File: src/rtl/amon_pkg.sv
package amon_pkg;
  localparam int NW = 3;  // streak length field width
  localparam int KW = 3;  // averaging constant width

  localparam logic [3:0] A_CTRL = 4'd0;
  localparam logic [3:0] A_PER  = 4'd1;
  localparam logic [3:0] A_UPW  = 4'd2;
  localparam logic [3:0] A_LOW  = 4'd3;
  localparam logic [3:0] A_AUPW = 4'd4;
  localparam logic [3:0] A_ALOW = 4'd5;
  localparam logic [3:0] A_SEED = 4'd6;
  localparam logic [3:0] A_WGT  = 4'd7;
  localparam logic [3:0] A_AVG  = 4'd8;
  localparam logic [3:0] A_STAT = 4'd9;

  // internal status vector index (readback bits 28..31)
  localparam int ST_AL = 0;
  localparam int ST_AH = 1;
  localparam int ST_CB = 2;
  localparam int ST_CA = 3;

  typedef struct packed {
    logic          run;
    logic          up_en;
    logic          dn_en;
    logic [NW-1:0] up_len;
    logic [NW-1:0] dn_len;
    logic          avg_hi_en;
    logic          avg_lo_en;
    logic          periodic;
    logic [KW-1:0] k;
  } ctrl_t;

  function automatic ctrl_t ctrl_unpack(input logic [31:0] w);
    ctrl_t c;
    c.run       = w[31];
    c.up_en     = w[30];
    c.dn_en     = w[29];
    c.up_len    = w[28:26];
    c.dn_len    = w[25:23];
    c.avg_hi_en = w[21];
    c.avg_lo_en = w[20];
    c.periodic  = w[18];
    c.k         = w[12:10];
    return c;
  endfunction

  function automatic logic [31:0] ctrl_pack(input ctrl_t c);
    logic [31:0] w;
    w        = '0;
    w[31]    = c.run;
    w[30]    = c.up_en;
    w[29]    = c.dn_en;
    w[28:26] = c.up_len;
    w[25:23] = c.dn_len;
    w[21]    = c.avg_hi_en;
    w[20]    = c.avg_lo_en;
    w[18]    = c.periodic;
    w[12:10] = c.k;
    return w;
  endfunction
endpackage

File: src/rtl/amon_regs.sv
module amon_regs
  import amon_pkg::*;
#(
  parameter int DW = 32,
  parameter int PW = 16,
  parameter int AW = 4
) (
  input  logic          clk,
  input  logic          rst,
  input  logic          wr_en,
  input  logic [AW-1:0] wr_addr,
  input  logic [DW-1:0] wr_data,
  input  logic [AW-1:0] rd_addr,
  output logic [DW-1:0] rd_data,
  input  logic [DW-1:0] avg_i,
  input  logic [3:0]    set_i,
  output ctrl_t         ctrl_o,
  output logic [PW-1:0] period_o,
  output logic [DW-1:0] up_wm_o,
  output logic [DW-1:0] lo_wm_o,
  output logic [DW-1:0] avg_up_wm_o,
  output logic [DW-1:0] avg_lo_wm_o,
  output logic [DW-1:0] seed_o,
  output logic [DW-1:0] weight_o,
  output logic          start_o,
  output logic          irq_o
);
  ctrl_t         ctrl_q;
  logic [PW-1:0] period_q;
  logic [DW-1:0] upw_q, low_q, aupw_q, alow_q, seed_q, wgt_q;
  logic [3:0]    st_q;
  logic [3:0]    st_mask;
  logic [3:0]    st_clr;
  logic [DW-1:0] rd_q;
  logic          irq_q;

  assign start_o = wr_en && (wr_addr == AW'(A_CTRL)) && wr_data[31] && !ctrl_q.run;
  assign st_clr  = (wr_en && (wr_addr == AW'(A_STAT))) ? wr_data[DW-1:DW-4] : 4'b0;

  always_comb begin
    st_mask        = '0;
    st_mask[ST_CA] = ctrl_q.up_en;
    st_mask[ST_CB] = ctrl_q.dn_en;
    st_mask[ST_AH] = ctrl_q.avg_hi_en;
    st_mask[ST_AL] = ctrl_q.avg_lo_en;
  end

  always_ff @(posedge clk) begin
    if (rst) begin
      ctrl_q   <= '0;
      period_q <= '0;
      upw_q    <= '0;
      low_q    <= '0;
      aupw_q   <= '0;
      alow_q   <= '0;
      seed_q   <= '0;
      wgt_q    <= '0;
      st_q     <= '0;
      irq_q    <= 1'b0;
    end else begin
      if (wr_en) begin
        case (wr_addr)
          AW'(A_CTRL): ctrl_q   <= ctrl_unpack(wr_data[31:0]);
          AW'(A_PER):  period_q <= wr_data[PW-1:0];
          AW'(A_UPW):  upw_q    <= wr_data;
          AW'(A_LOW):  low_q    <= wr_data;
          AW'(A_AUPW): aupw_q   <= wr_data;
          AW'(A_ALOW): alow_q   <= wr_data;
          AW'(A_SEED): seed_q   <= wr_data;
          AW'(A_WGT):  wgt_q    <= wr_data;
          default: ;
        endcase
      end
      st_q  <= (st_q & ~st_clr) | set_i;
      irq_q <= |(st_q & st_mask);
    end
  end

  always_ff @(posedge clk) begin
    if (rst) begin
      rd_q <= '0;
    end else begin
      case (rd_addr)
        AW'(A_CTRL): rd_q <= DW'(ctrl_pack(ctrl_q));
        AW'(A_PER):  rd_q <= DW'(period_q);
        AW'(A_UPW):  rd_q <= upw_q;
        AW'(A_LOW):  rd_q <= low_q;
        AW'(A_AUPW): rd_q <= aupw_q;
        AW'(A_ALOW): rd_q <= alow_q;
        AW'(A_SEED): rd_q <= seed_q;
        AW'(A_WGT):  rd_q <= wgt_q;
        AW'(A_AVG):  rd_q <= avg_i;
        AW'(A_STAT): rd_q <= {st_q, (DW-4)'(0)};
        default:     rd_q <= '0;
      endcase
    end
  end

  assign rd_data     = rd_q;
  assign irq_o       = irq_q;
  assign ctrl_o      = ctrl_q;
  assign period_o    = period_q;
  assign up_wm_o     = upw_q;
  assign lo_wm_o     = low_q;
  assign avg_up_wm_o = aupw_q;
  assign avg_lo_wm_o = alow_q;
  assign seed_o      = seed_q;
  assign weight_o    = wgt_q;

  // a written-one status bit is gone next cycle unless set again
  a_r8_w1c_clears: assert property (@(posedge clk) disable iff (rst)
    (wr_en && wr_addr == AW'(A_STAT)) |=> ((st_q & $past(wr_data[DW-1:DW-4] & ~set_i)) == 4'b0));

  // no pending status means no interrupt on the next cycle
  a_r9_quiet_irq: assert property (@(posedge clk) disable iff (rst)
    (st_q == 4'b0) |=> !irq_o);
endmodule

File: src/rtl/amon_sampler.sv
module amon_sampler #(
  parameter int DW = 32,
  parameter int PW = 16
) (
  input  logic          clk,
  input  logic          rst,
  input  logic          start_i,
  input  logic          run_i,
  input  logic          tick_i,
  input  logic          evt_i,
  input  logic [DW-1:0] weight_i,
  input  logic [PW-1:0] period_i,
  output logic          close_o,
  output logic [DW-1:0] sample_o
);
  logic [DW-1:0] acc_q;
  logic [PW-1:0] ms_q;
  logic          close_q;
  logic [DW-1:0] sample_q;
  logic [DW:0]   sum;
  logic [DW-1:0] acc_sat;
  logic          last;

  assign sum     = {1'b0, acc_q} + {1'b0, (evt_i ? weight_i : '0)};
  assign acc_sat = sum[DW] ? '1 : sum[DW-1:0];
  assign last    = tick_i && (ms_q == period_i);

  always_ff @(posedge clk) begin
    if (rst) begin
      acc_q    <= '0;
      ms_q     <= '0;
      close_q  <= 1'b0;
      sample_q <= '0;
    end else if (start_i) begin
      acc_q   <= '0;
      ms_q    <= '0;
      close_q <= 1'b0;
    end else if (run_i) begin
      if (last) begin
        close_q  <= 1'b1;
        sample_q <= acc_sat;
        acc_q    <= '0;
        ms_q     <= '0;
      end else begin
        close_q <= 1'b0;
        acc_q   <= acc_sat;
        if (tick_i) ms_q <= ms_q + PW'(1);
      end
    end else begin
      close_q <= 1'b0;
    end
  end

  assign close_o  = close_q;
  assign sample_o = sample_q;

  // between closes the accumulator never goes down (no wrap)
  a_r11_no_wrap: assert property (@(posedge clk) disable iff (rst)
    (!start_i && !last) |=> (acc_q >= $past(acc_q)));

  // a closing tick restarts the accumulator and flags the sample
  a_r3_close_restart: assert property (@(posedge clk) disable iff (rst)
    (run_i && !start_i && last) |=> (acc_q == '0 && close_o));
endmodule

File: src/rtl/amon_avg.sv
module amon_avg #(
  parameter int DW = 32,
  parameter int KW = 3
) (
  input  logic          clk,
  input  logic          rst,
  input  logic          start_i,
  input  logic          close_i,
  input  logic [DW-1:0] sample_i,
  input  logic [DW-1:0] seed_i,
  input  logic [KW-1:0] k_i,
  input  logic [DW-1:0] hi_wm_i,
  input  logic [DW-1:0] lo_wm_i,
  input  logic          hi_en_i,
  input  logic          lo_en_i,
  output logic [DW-1:0] avg_o,
  output logic          hi_set_o,
  output logic          lo_set_o
);
  logic [DW-1:0]        avg_q;
  logic signed [DW:0]   diff;
  logic signed [DW:0]   step;
  logic [KW:0]          sh;
  logic [DW-1:0]        avg_new;

  assign sh   = {1'b0, k_i} + (KW+1)'(1);
  assign diff = $signed({1'b0, sample_i}) - $signed({1'b0, avg_q});
  assign step = diff >>> sh;
  assign avg_new = step[DW] ? (avg_q - (~step[DW-1:0] + DW'(1)))
                            : (avg_q + step[DW-1:0]);

  always_ff @(posedge clk) begin
    if (rst)          avg_q <= '0;
    else if (start_i) avg_q <= seed_i;
    else if (close_i) avg_q <= avg_new;
  end

  assign hi_set_o = close_i && !start_i && hi_en_i && (avg_new > hi_wm_i);
  assign lo_set_o = close_i && !start_i && lo_en_i && (avg_new < lo_wm_i);
  assign avg_o    = avg_q;

  // the new average lies between the old average and the sample
  a_r4_between: assert property (@(posedge clk) disable iff (rst)
    (close_i && !start_i) |=>
      (($past(sample_i) >= $past(avg_q)) ?
         (avg_q >= $past(avg_q) && avg_q <= $past(sample_i)) :
         (avg_q <= $past(avg_q) && avg_q >= $past(sample_i))));

  // without a closed sample or a restart the average holds
  a_r10_avg_hold: assert property (@(posedge clk) disable iff (rst)
    (!close_i && !start_i) |=> $stable(avg_q));
endmodule

File: src/rtl/amon_streak.sv
module amon_streak #(
  parameter int DW    = 32,
  parameter int NW    = 3,
  parameter bit ABOVE = 1'b1
) (
  input  logic          clk,
  input  logic          rst,
  input  logic          start_i,
  input  logic          en_i,
  input  logic          close_i,
  input  logic [DW-1:0] sample_i,
  input  logic [DW-1:0] wm_i,
  input  logic [NW-1:0] len_i,
  output logic          fire_o
);
  logic [NW-1:0] cnt_q;
  logic          hit;

  generate
    if (ABOVE) begin : g_above
      assign hit = sample_i > wm_i;
    end else begin : g_below
      assign hit = sample_i < wm_i;
    end
  endgenerate

  assign fire_o = close_i && en_i && !start_i && hit && (cnt_q == len_i);

  always_ff @(posedge clk) begin
    if (rst || start_i || !en_i) begin
      cnt_q <= '0;
    end else if (close_i) begin
      if (!hit || fire_o) cnt_q <= '0;
      else                cnt_q <= cnt_q + NW'(1);
    end
  end

  // a disabled direction keeps its streak at zero
  a_r12_idle_zero: assert property (@(posedge clk) disable iff (rst)
    !en_i |=> (cnt_q == '0));

  // a sample that misses the mark breaks the streak
  a_r5_miss_breaks: assert property (@(posedge clk) disable iff (rst)
    (close_i && en_i && !hit) |=> (cnt_q == '0));
endmodule

File: src/rtl/act_monitor.sv
module act_monitor
  import amon_pkg::*;
#(
  parameter int DW = 32,
  parameter int PW = 16,
  parameter int AW = 4
) (
  input  logic          clk,
  input  logic          rst,
  input  logic          wr_en,
  input  logic [AW-1:0] wr_addr,
  input  logic [DW-1:0] wr_data,
  input  logic [AW-1:0] rd_addr,
  output logic [DW-1:0] rd_data,
  input  logic          ms_tick,
  input  logic          evt_pulse,
  output logic          irq
);
  localparam int NDIR = 2;

  ctrl_t         ctrl;
  logic [PW-1:0] period;
  logic [DW-1:0] up_wm, lo_wm, aup_wm, alo_wm, seed, weight, avg;
  logic          start, close;
  logic [DW-1:0] sample;
  logic [3:0]    set_bits;
  logic          ah_set, al_set;
  logic [NDIR-1:0] fire;
  logic [NDIR-1:0] dir_en;
  logic [NW-1:0]   dir_len [NDIR];
  logic [DW-1:0]   dir_wm  [NDIR];

  amon_regs #(.DW(DW), .PW(PW), .AW(AW)) u_regs (
    .clk(clk), .rst(rst), .wr_en(wr_en), .wr_addr(wr_addr), .wr_data(wr_data),
    .rd_addr(rd_addr), .rd_data(rd_data), .avg_i(avg), .set_i(set_bits),
    .ctrl_o(ctrl), .period_o(period), .up_wm_o(up_wm), .lo_wm_o(lo_wm),
    .avg_up_wm_o(aup_wm), .avg_lo_wm_o(alo_wm), .seed_o(seed),
    .weight_o(weight), .start_o(start), .irq_o(irq)
  );

  amon_sampler #(.DW(DW), .PW(PW)) u_samp (
    .clk(clk), .rst(rst), .start_i(start), .run_i(ctrl.run && ctrl.periodic),
    .tick_i(ms_tick), .evt_i(evt_pulse), .weight_i(weight), .period_i(period),
    .close_o(close), .sample_o(sample)
  );

  amon_avg #(.DW(DW), .KW(KW)) u_avg (
    .clk(clk), .rst(rst), .start_i(start), .close_i(close), .sample_i(sample),
    .seed_i(seed), .k_i(ctrl.k), .hi_wm_i(aup_wm), .lo_wm_i(alo_wm),
    .hi_en_i(ctrl.avg_hi_en), .lo_en_i(ctrl.avg_lo_en), .avg_o(avg),
    .hi_set_o(ah_set), .lo_set_o(al_set)
  );

  // direction 0 watches the upper mark, direction 1 the lower one
  assign dir_en[0]  = ctrl.up_en;
  assign dir_en[1]  = ctrl.dn_en;
  assign dir_len[0] = ctrl.up_len;
  assign dir_len[1] = ctrl.dn_len;
  assign dir_wm[0]  = up_wm;
  assign dir_wm[1]  = lo_wm;

  generate
    for (genvar d = 0; d < NDIR; d++) begin : g_dir
      amon_streak #(.DW(DW), .NW(NW), .ABOVE(d == 0)) u_streak (
        .clk(clk), .rst(rst), .start_i(start), .en_i(dir_en[d]),
        .close_i(close), .sample_i(sample), .wm_i(dir_wm[d]),
        .len_i(dir_len[d]), .fire_o(fire[d])
      );
    end
  endgenerate

  always_comb begin
    set_bits        = '0;
    set_bits[ST_CA] = fire[0];
    set_bits[ST_CB] = fire[1];
    set_bits[ST_AH] = ah_set;
    set_bits[ST_AL] = al_set;
  end
endmodule

File: config.mk
export PLATFORM = sky130hd
export DESIGN_NAME = act_monitor
export DESIGN_NICKNAME = d
export VERILOG_FILES = /design/src/rtl/amon_pkg.sv /design/src/rtl/amon_regs.sv /design/src/rtl/amon_sampler.sv /design/src/rtl/amon_avg.sv /design/src/rtl/amon_streak.sv /design/src/rtl/act_monitor.sv
export SDC_FILE = /design/constraint.sdc
export NUM_CORES = 1
export LEC_CHECK = 0
export ABC_AREA = 1
export BUFFER_PORTS_ARGS = -buffer_cell sky130_fd_sc_hd__buf_2
export CAP_MARGIN = 40
export CORE_MARGIN = 5
export CORE_UTILIZATION = 30
export DETAILED_ROUTE_END_ITERATION = 8
export SLEW_MARGIN = 20
export SYNTH_ARGS = -nofsm -noshare
export SYNTH_HDL_FRONTEND = slang
export SYNTH_SLANG_ARGS = --single-unit
File: constraint.sdc
create_clock -name clk -period 5.91 [get_ports clk]
set_input_delay 0.591 -clock clk [delete_from_list [all_inputs] [get_ports clk]]
set_output_delay 0.591 -clock clk [all_outputs]
set_load 0.05 [all_outputs]
---- After elaboration in Yosys (flattened, before gate mapping) ----
Cells that the tools add are included.
cells by class
  shift-type cells ........................ 1
  multiplexer cells ....................... 13
  divide/modulo/power cells ............... 0
  reductions and logical operators ........ 47
  equality and inequality tests ........... 20
  $mul .................................... 0
  magnitude comparators ................... 4
  bitwise logic cells ..................... 7
  add/sub/neg operators ................... 9
operators with widths
  kind                   number
  $pmux 32 s10           1
  $mux 32                6
  $gt 32x32->1           2
  $lt 32x32->1           2
  $add 32x32->33         1
  $sshr 33x4->33         1
  $sub 32x32->33         1
  $add 32x1->32 const B  1
  $add 32x32->32         1
  $eq 4x3->1 const B     8
  $mux 16                2
  $not 32->32            1
  $sub 32x32->32         1
  $logic_and 1x1->1      19
  $reduce_and 2->1       9
  $add 16x1->16 const B  1
  $eq 16x16->1           1
  $eq 4x2->1 const B     4
  $eq 4x4->1 const B     3
  $and 4x4->4            2
  $eq 4x1->1 const B     2
  $logic_not 4->1        2
  $add 3x1->3 const B    2
  $eq 3x3->1             2
  14 further kinds       26
storage, ports and cells
  bits of input ports ..................... 45
  bits in read-only memories .............. 0
  memories ................................ 0
  RAM bits ................................ 0
  bits in registers ....................... 379
  logic and storage cells ................. 127
  bits in latches ......................... 0
  output and inout port bits .............. 33

---- Longest topological paths before layout ----
  depth in word-level cells ............... 10
  mapped depth ............................ 40
  depth with buffers taken out ............ 40

---- Cells and area by module ----
From an unflattened synthesis, not the netlist that was laid out.
unflattened totals
  cell total of the unflattened synthesis .. 4278
  area, all modules ....................... 27248.6 um2
by module, submodules not included
  module                           times used  seq. area each (um2)  cells an instance  area each (um2)
  amon_regs                        1           5205.0                1529               10726.5
  amon_avg                         1           640.6                 1334               8141.6
  amon_sampler                     1           1621.6                1095               6297.3
  amon_streak (g_dir[0].u_streak)  1           60.1                  167                1071.0
  amon_streak (g_dir[1].u_streak)  1           60.1                  151                1004.7
  act_monitor                      1           0.0                   2                  7.5

---- Worst setup path after synthesis ----
No wires, ideal clock.
  path kind ............................... reg2reg
  start ................................... reg u_samp.sample_q[0], in the netlist u_samp.sample_o[0]
  end ..................................... reg u_regs.st_q[1]
  clock period less this slack ............ 5210 ps
  arrival ................................. 5140 ps
  stages on the path, launching flop included .. 37
  setup time .............................. 71 ps
  slack ................................... 700 ps
  required time ........................... 5839 ps
  buffers on the path ..................... 0
  path through ............................ dfxtp_1 > inv_1 > ha_1 > fa_1 > o21ai_2 > nand2_1 > nand2_1 > a21o_2 > nand2_1 > nand2_1 > xor2_1 > mux2i_1 > or2_1 > o211ai_1 > nand3_1 > o21ai_1 > ha_1 > fa_1 > nand3_1 > nand2_1 > nand2_1 > nand2_1 > a21oi_2 > inv_1 > a21oi_1 > o21ai_0 > nand3_1 > nand4_1 > xor2_1 > ha_1 > nand4_1 > nor4_1 > nand2_1 > a31o_2 > nand2_1 > o2111ai_1 > a21oi_1
between the ends
  cells in the longest elaborated chain, start to end .. 9
  elaborated cells between the ends (all ways) .. 10
  classes of those cells .................. add/sub (4); order compare (1); shift (1); mux (1); bitwise (2); reduce/logical (1)
ends and longest elaborated chain
  element                 line                RTL
  from (decl)             amon_sampler.sv:19  logic [DW-1:0] sample_q;
  from (signal assigned)  amon_sampler.sv:41  sample_q <= acc_sat;
  $sub 32x32->33 *        amon_avg.sv:27      assign diff = $signed({1'b0, sample_i}) - $signed({1'b0, avg_q});
  $sshr 33x4->33 *        amon_avg.sv:28      assign step = diff >>> sh;
  $not 32->32             amon_avg.sv:29      assign avg_new = step[DW] ? (avg_q - (~step[DW-1:0] + DW'(1)))
  $add 32x1->32           amon_avg.sv:29
  $sub 32x32->32          amon_avg.sv:29
  $mux 32 *               amon_avg.sv:29
  $gt 32x32->1 *          amon_avg.sv:38      assign hi_set_o = close_i && !start_i && hi_en_i && (avg_new > hi_wm_i);
  $logic_and 1x1->1 *     amon_avg.sv:38
  $or 4x4->4 *            amon_regs.sv:74     st_q <= (st_q & ~st_clr) | set_i;
  to (signal assigned)    amon_regs.sv:74
  to (decl)               amon_regs.sv:31     logic [3:0] st_q;
Every way passes the cells marked *; elsewhere a longest branch is shown, timed or not.
A chain may end at the register's enable or synchronous reset.

---- Final worst setup path ----
  start ................................... reg u_avg.avg_q[5], in the netlist u_avg.avg_o[5]
  end ..................................... reg u_regs.st_q[1]
between the ends
  cells in the longest elaborated chain, start to end .. 9
  elaborated cells between the ends (all ways) .. 10
  classes of those cells .................. add/sub (4); order compare (1); shift (1); mux (1); bitwise (2); reduce/logical (1)
ends and longest elaborated chain
  element                 line             RTL
  from (decl)             amon_avg.sv:20   logic [DW-1:0] avg_q;
  from (signal assigned)  amon_avg.sv:34   else if (start_i) avg_q <= seed_i;
  from (signal assigned)  amon_avg.sv:35   else if (close_i) avg_q <= avg_new;
  $sub 32x32->33          amon_avg.sv:27
  $sshr 33x4->33          amon_avg.sv:28
  $not 32->32             amon_avg.sv:29
  $add 32x1->32           amon_avg.sv:29
  $sub 32x32->32          amon_avg.sv:29
  $mux 32 *               amon_avg.sv:29
  $gt 32x32->1 *          amon_avg.sv:38
  $logic_and 1x1->1 *     amon_avg.sv:38
  $or 4x4->4 *            amon_regs.sv:74
Marked as above.

==> metrics <==
dpl hpwl 76.2 mm; vias 25,970; Unique masters post-synth 71; drt total wl 98.2 mm; Worst EP arrival slightly above 6000 ps; Setup Viol. Count Final 0; Worst VDD drop around 0.00021 V; worst slew pin tran around 860 ps; global-route usage over all layers 0.208; vias in the first global route roughly 24,000; element type at the critical path end flop; post-route ant nets 0; floorplan row count between 100 and 150; largest net degree at the start of global routing between 100 and 150; run status complete, no violations; Worst setup SP type flop; clk_lat worst skew between 600 and 700 ps; Synthesis Warnings 0; core area slightly above 80,000 µm²; post-synthesis cell count ~3,600; DR pass1 iterations 5; initial antenna violation count 8; max-slew violations 0; clock-pin transition on the worst setup and hold timing paths 60 ps; overall die height 299 µm; Inserted Clock Buffers 44; asr flop ratio synth 0; Seq/Total Area, Yosys 0.303; CTS Root Cell clkbuf_16; worst slew margin relative to its limit 0.429; Layout area overhead 18.4%; fin crit share 0.961; setup TNS 0 ps; Routed WL per cell about 20 µm; Slowest-stage cell, CP ha_1; syn_area_per_cell slightly below 7 µm²; CTS tree yes; fmax around 180 MHz; Die W approximately 300 µm; Setup crit start u_avg.avg_o[5]$_SDFFE_PP0P_; worst r2r src u_avg.avg_o[5]$_SDFFE_PP0P_; reg-to-reg endpoint u_regs.st_q[1]$_SDFF_PP0_; type of the worst setup path flop to flop; hold buffers post-CTS 0; Vias/cell approximately 5.3; Setup Skew around 32 ps; RePlAce Congestion between 0.9 and 1; most frequent cells in the layout nand2_1 (592), inv_1 (442), a21oi_1 (390); DRC 0; Leak Pwr 13.0 nW; Final nets a little over 4,000; Overall Power about 6.2 mW; FF-to-FF path depth 35; minimum clock period ~5700 ps; Max Cap Viol 0; Starting Density 0.301; FF/Latch Area approximately 7600 µm²; reg2reg setup slack 230 ps; post-synthesis cell area ~25,000 µm²; crit-path max FO 4; total congestion overflow 0; CTS Sinks roughly 380; num ports 78; syn_nets around 3,900; number of synthesized flops with an enable pin 0; final hold violation count 0; WP data required approximately 6400 ps; Fillers between 8,000 and 9,000; CP Capture Point u_regs.st_q[1]$_SDFF_PP0_; share of post-route cells with drive strength above 1 0.142; FF+latch count, synth around 380; ys flop type dfxtp_1; port bufs a little under 80; first-pass GRT wire length approximately 150 mm; clock buffer depth 3; delay of the slowest critical-path stage 380 ps; Hold WC Path Type input port to flop; commonest non-fill, non-tap cell in the layout nand2_1; die area approximately 89,000 µm²; htree depth 2; Iteration-0 DRC Markers ~2,400; Multi-input gate area 15,800 µm²; Power Dens Cells 208 nW/µm²
-- routing by layer --
layer | part of all wire | track usage | vias up
met2 | 0.45 | 0.338 | 1021
met4 | 0.031 | 0.0558 | 4
met5 | 0.00020 | 0 | -
met1 | 0.44 | 0.289 | 12176
li1 | - | - | 12612
met3 | 0.080 | 0.0312 | 157
-- stage by stage --
stage          worst slack (ps)   util  cell area [µm²]  instances  hold slack, ps
2_1_floorplan               700      -            25000       3626             444
3_3_place_gp              -22.7  0.327            27200       4765             457
3_5_place_dp               -130  0.328            27300       4770             459
4_1_cts                   -3.64  0.347            28800       4856             273
5_1_grt                   -89.7  0.356            29600       4869             318
6_report                    232  0.356            29600       4875             296
-- logic make-up (layout without fill, tap and decap cells) --
family / count (synthesis) / count (layout) / synth area share
multiplexers: 3 / 3 / 0.00120
adder cells (fa/ha/maj): 229 / 229 / 0.115
XOR/XNOR: 70 / 70 / 0.0248
other: 0 / 6 / 0
buffers and inverters: 610 / 773 / 0.0933
AO/OA/AOI/OAI: 1070 / 1070 / 0.244
flip-flops: 379 / 379 / 0.303
AND/OR/NAND/NOR: 1265 / 1265 / 0.218
-- sequential cells by signal, indices dropped and copies added, names as in the netlist, 4 cells and up --
register and flops:
u_avg.avg_o 32, u_regs.avg_lo_wm_o 32, u_regs.avg_up_wm_o 32, u_regs.lo_wm_o 32, u_regs.rd_data 32, u_regs.seed_o 32
u_regs.up_wm_o 32, u_regs.weight_o 32, u_samp.acc_q 32, u_samp.sample_o 32, u_regs.period_o 16, u_samp.ms_q 16
u_regs.ctrl_o 15, g_dir.u_streak.cnt_q 6, u_regs.st_q 4
-- worst min-delay path by stage --
stage / cells past startpoint / endpoint / start / slack [ps]
final: 3 / u_regs.lo_wm_o[30]$_SDFFE_PP0P_ / wr_data[30] / 300
after global routing: 3 / u_regs.weight_o[16]$_SDFFE_PP0P_ / wr_data[16] / 320
after CTS: 3 / u_regs.lo_wm_o[30]$_SDFFE_PP0P_ / wr_data[30] / 270
after detailed placement: 2 / u_regs.seed_o[22]$_SDFFE_PP0P_ / u_regs.seed_o[22]$_SDFFE_PP0P_ / 460
after global placement: 2 / u_samp.acc_q[19]$_SDFFE_PP0P_ / u_samp.acc_q[19]$_SDFFE_PP0P_ / 460
after floorplan: 2 / u_regs.seed_o[22]$_SDFFE_PP0P_ / u_regs.seed_o[22]$_SDFFE_PP0P_ / 440
-- timing repair --
item | in CTS | in global routing
resized for setup | 5 | 133
pin swaps | 6 | 37
setup buffers | 5 | 12
setup endpoints to repair | 2 | 2
-- critical path: cells and delay by family, from the launching register on --
kind	cells	cell delay [ps]
AND/OR/NAND/NOR	15	1580
AO/OA/AOI/OAI	9	1480
adder cells (fa/ha/maj)	4	1230
buffers and inverters	4	430
XOR/XNOR	2	340
flip-flops	1	330
multiplexers	1	200
-- cells in the mapped netlist (13+ instances only) --
cell type	n	area, µm²
a21oi_1	407	2040
a221oi_1	48	420
a31oi_1	45	282
buf_2	22	110
clkbuf_1	118	443
dfxtp_1	379	7590
ha_1	226	2830
inv_1	444	1670
nand2_1	602	2260
nand2_2	18	113
nand3_1	154	771
nand3_2	13	130
nand4_1	31	194
nor2_1	347	1300
nor3_1	31	155
nor4_1	20	125
o211ai_1	23	173
o21ai_0	348	1740
o21ai_1	29	145
o22ai_1	56	350
or2_2	15	93.8
xnor2_1	25	219
xor2_1	44	385
-- cell type report --
type / instances / area share
Antenna cell: 6 / 0.000507
Clock buffer: 54 / 0.0411
Clock inverter: 27 / 0.0101
Inverter: 462 / 0.0588
Multi-Input combinational cell: 2637 / 0.533
Sequential cell: 379 / 0.257
Tap cell: 1080 / 0.0456
Timing Repair Buffer: 230 / 0.0540
-- power breakdown --
group          total (mW)  internal, mW  switching [mW]  leakage (nW)
Combinational       0.660         0.210           0.450          9.20
Sequential           2.61          2.59          0.0236          3.07
Clock                2.88          1.63            1.25         0.743
Total                6.15          4.43            1.72          13.0
Power figures use the tool's default switching activity.
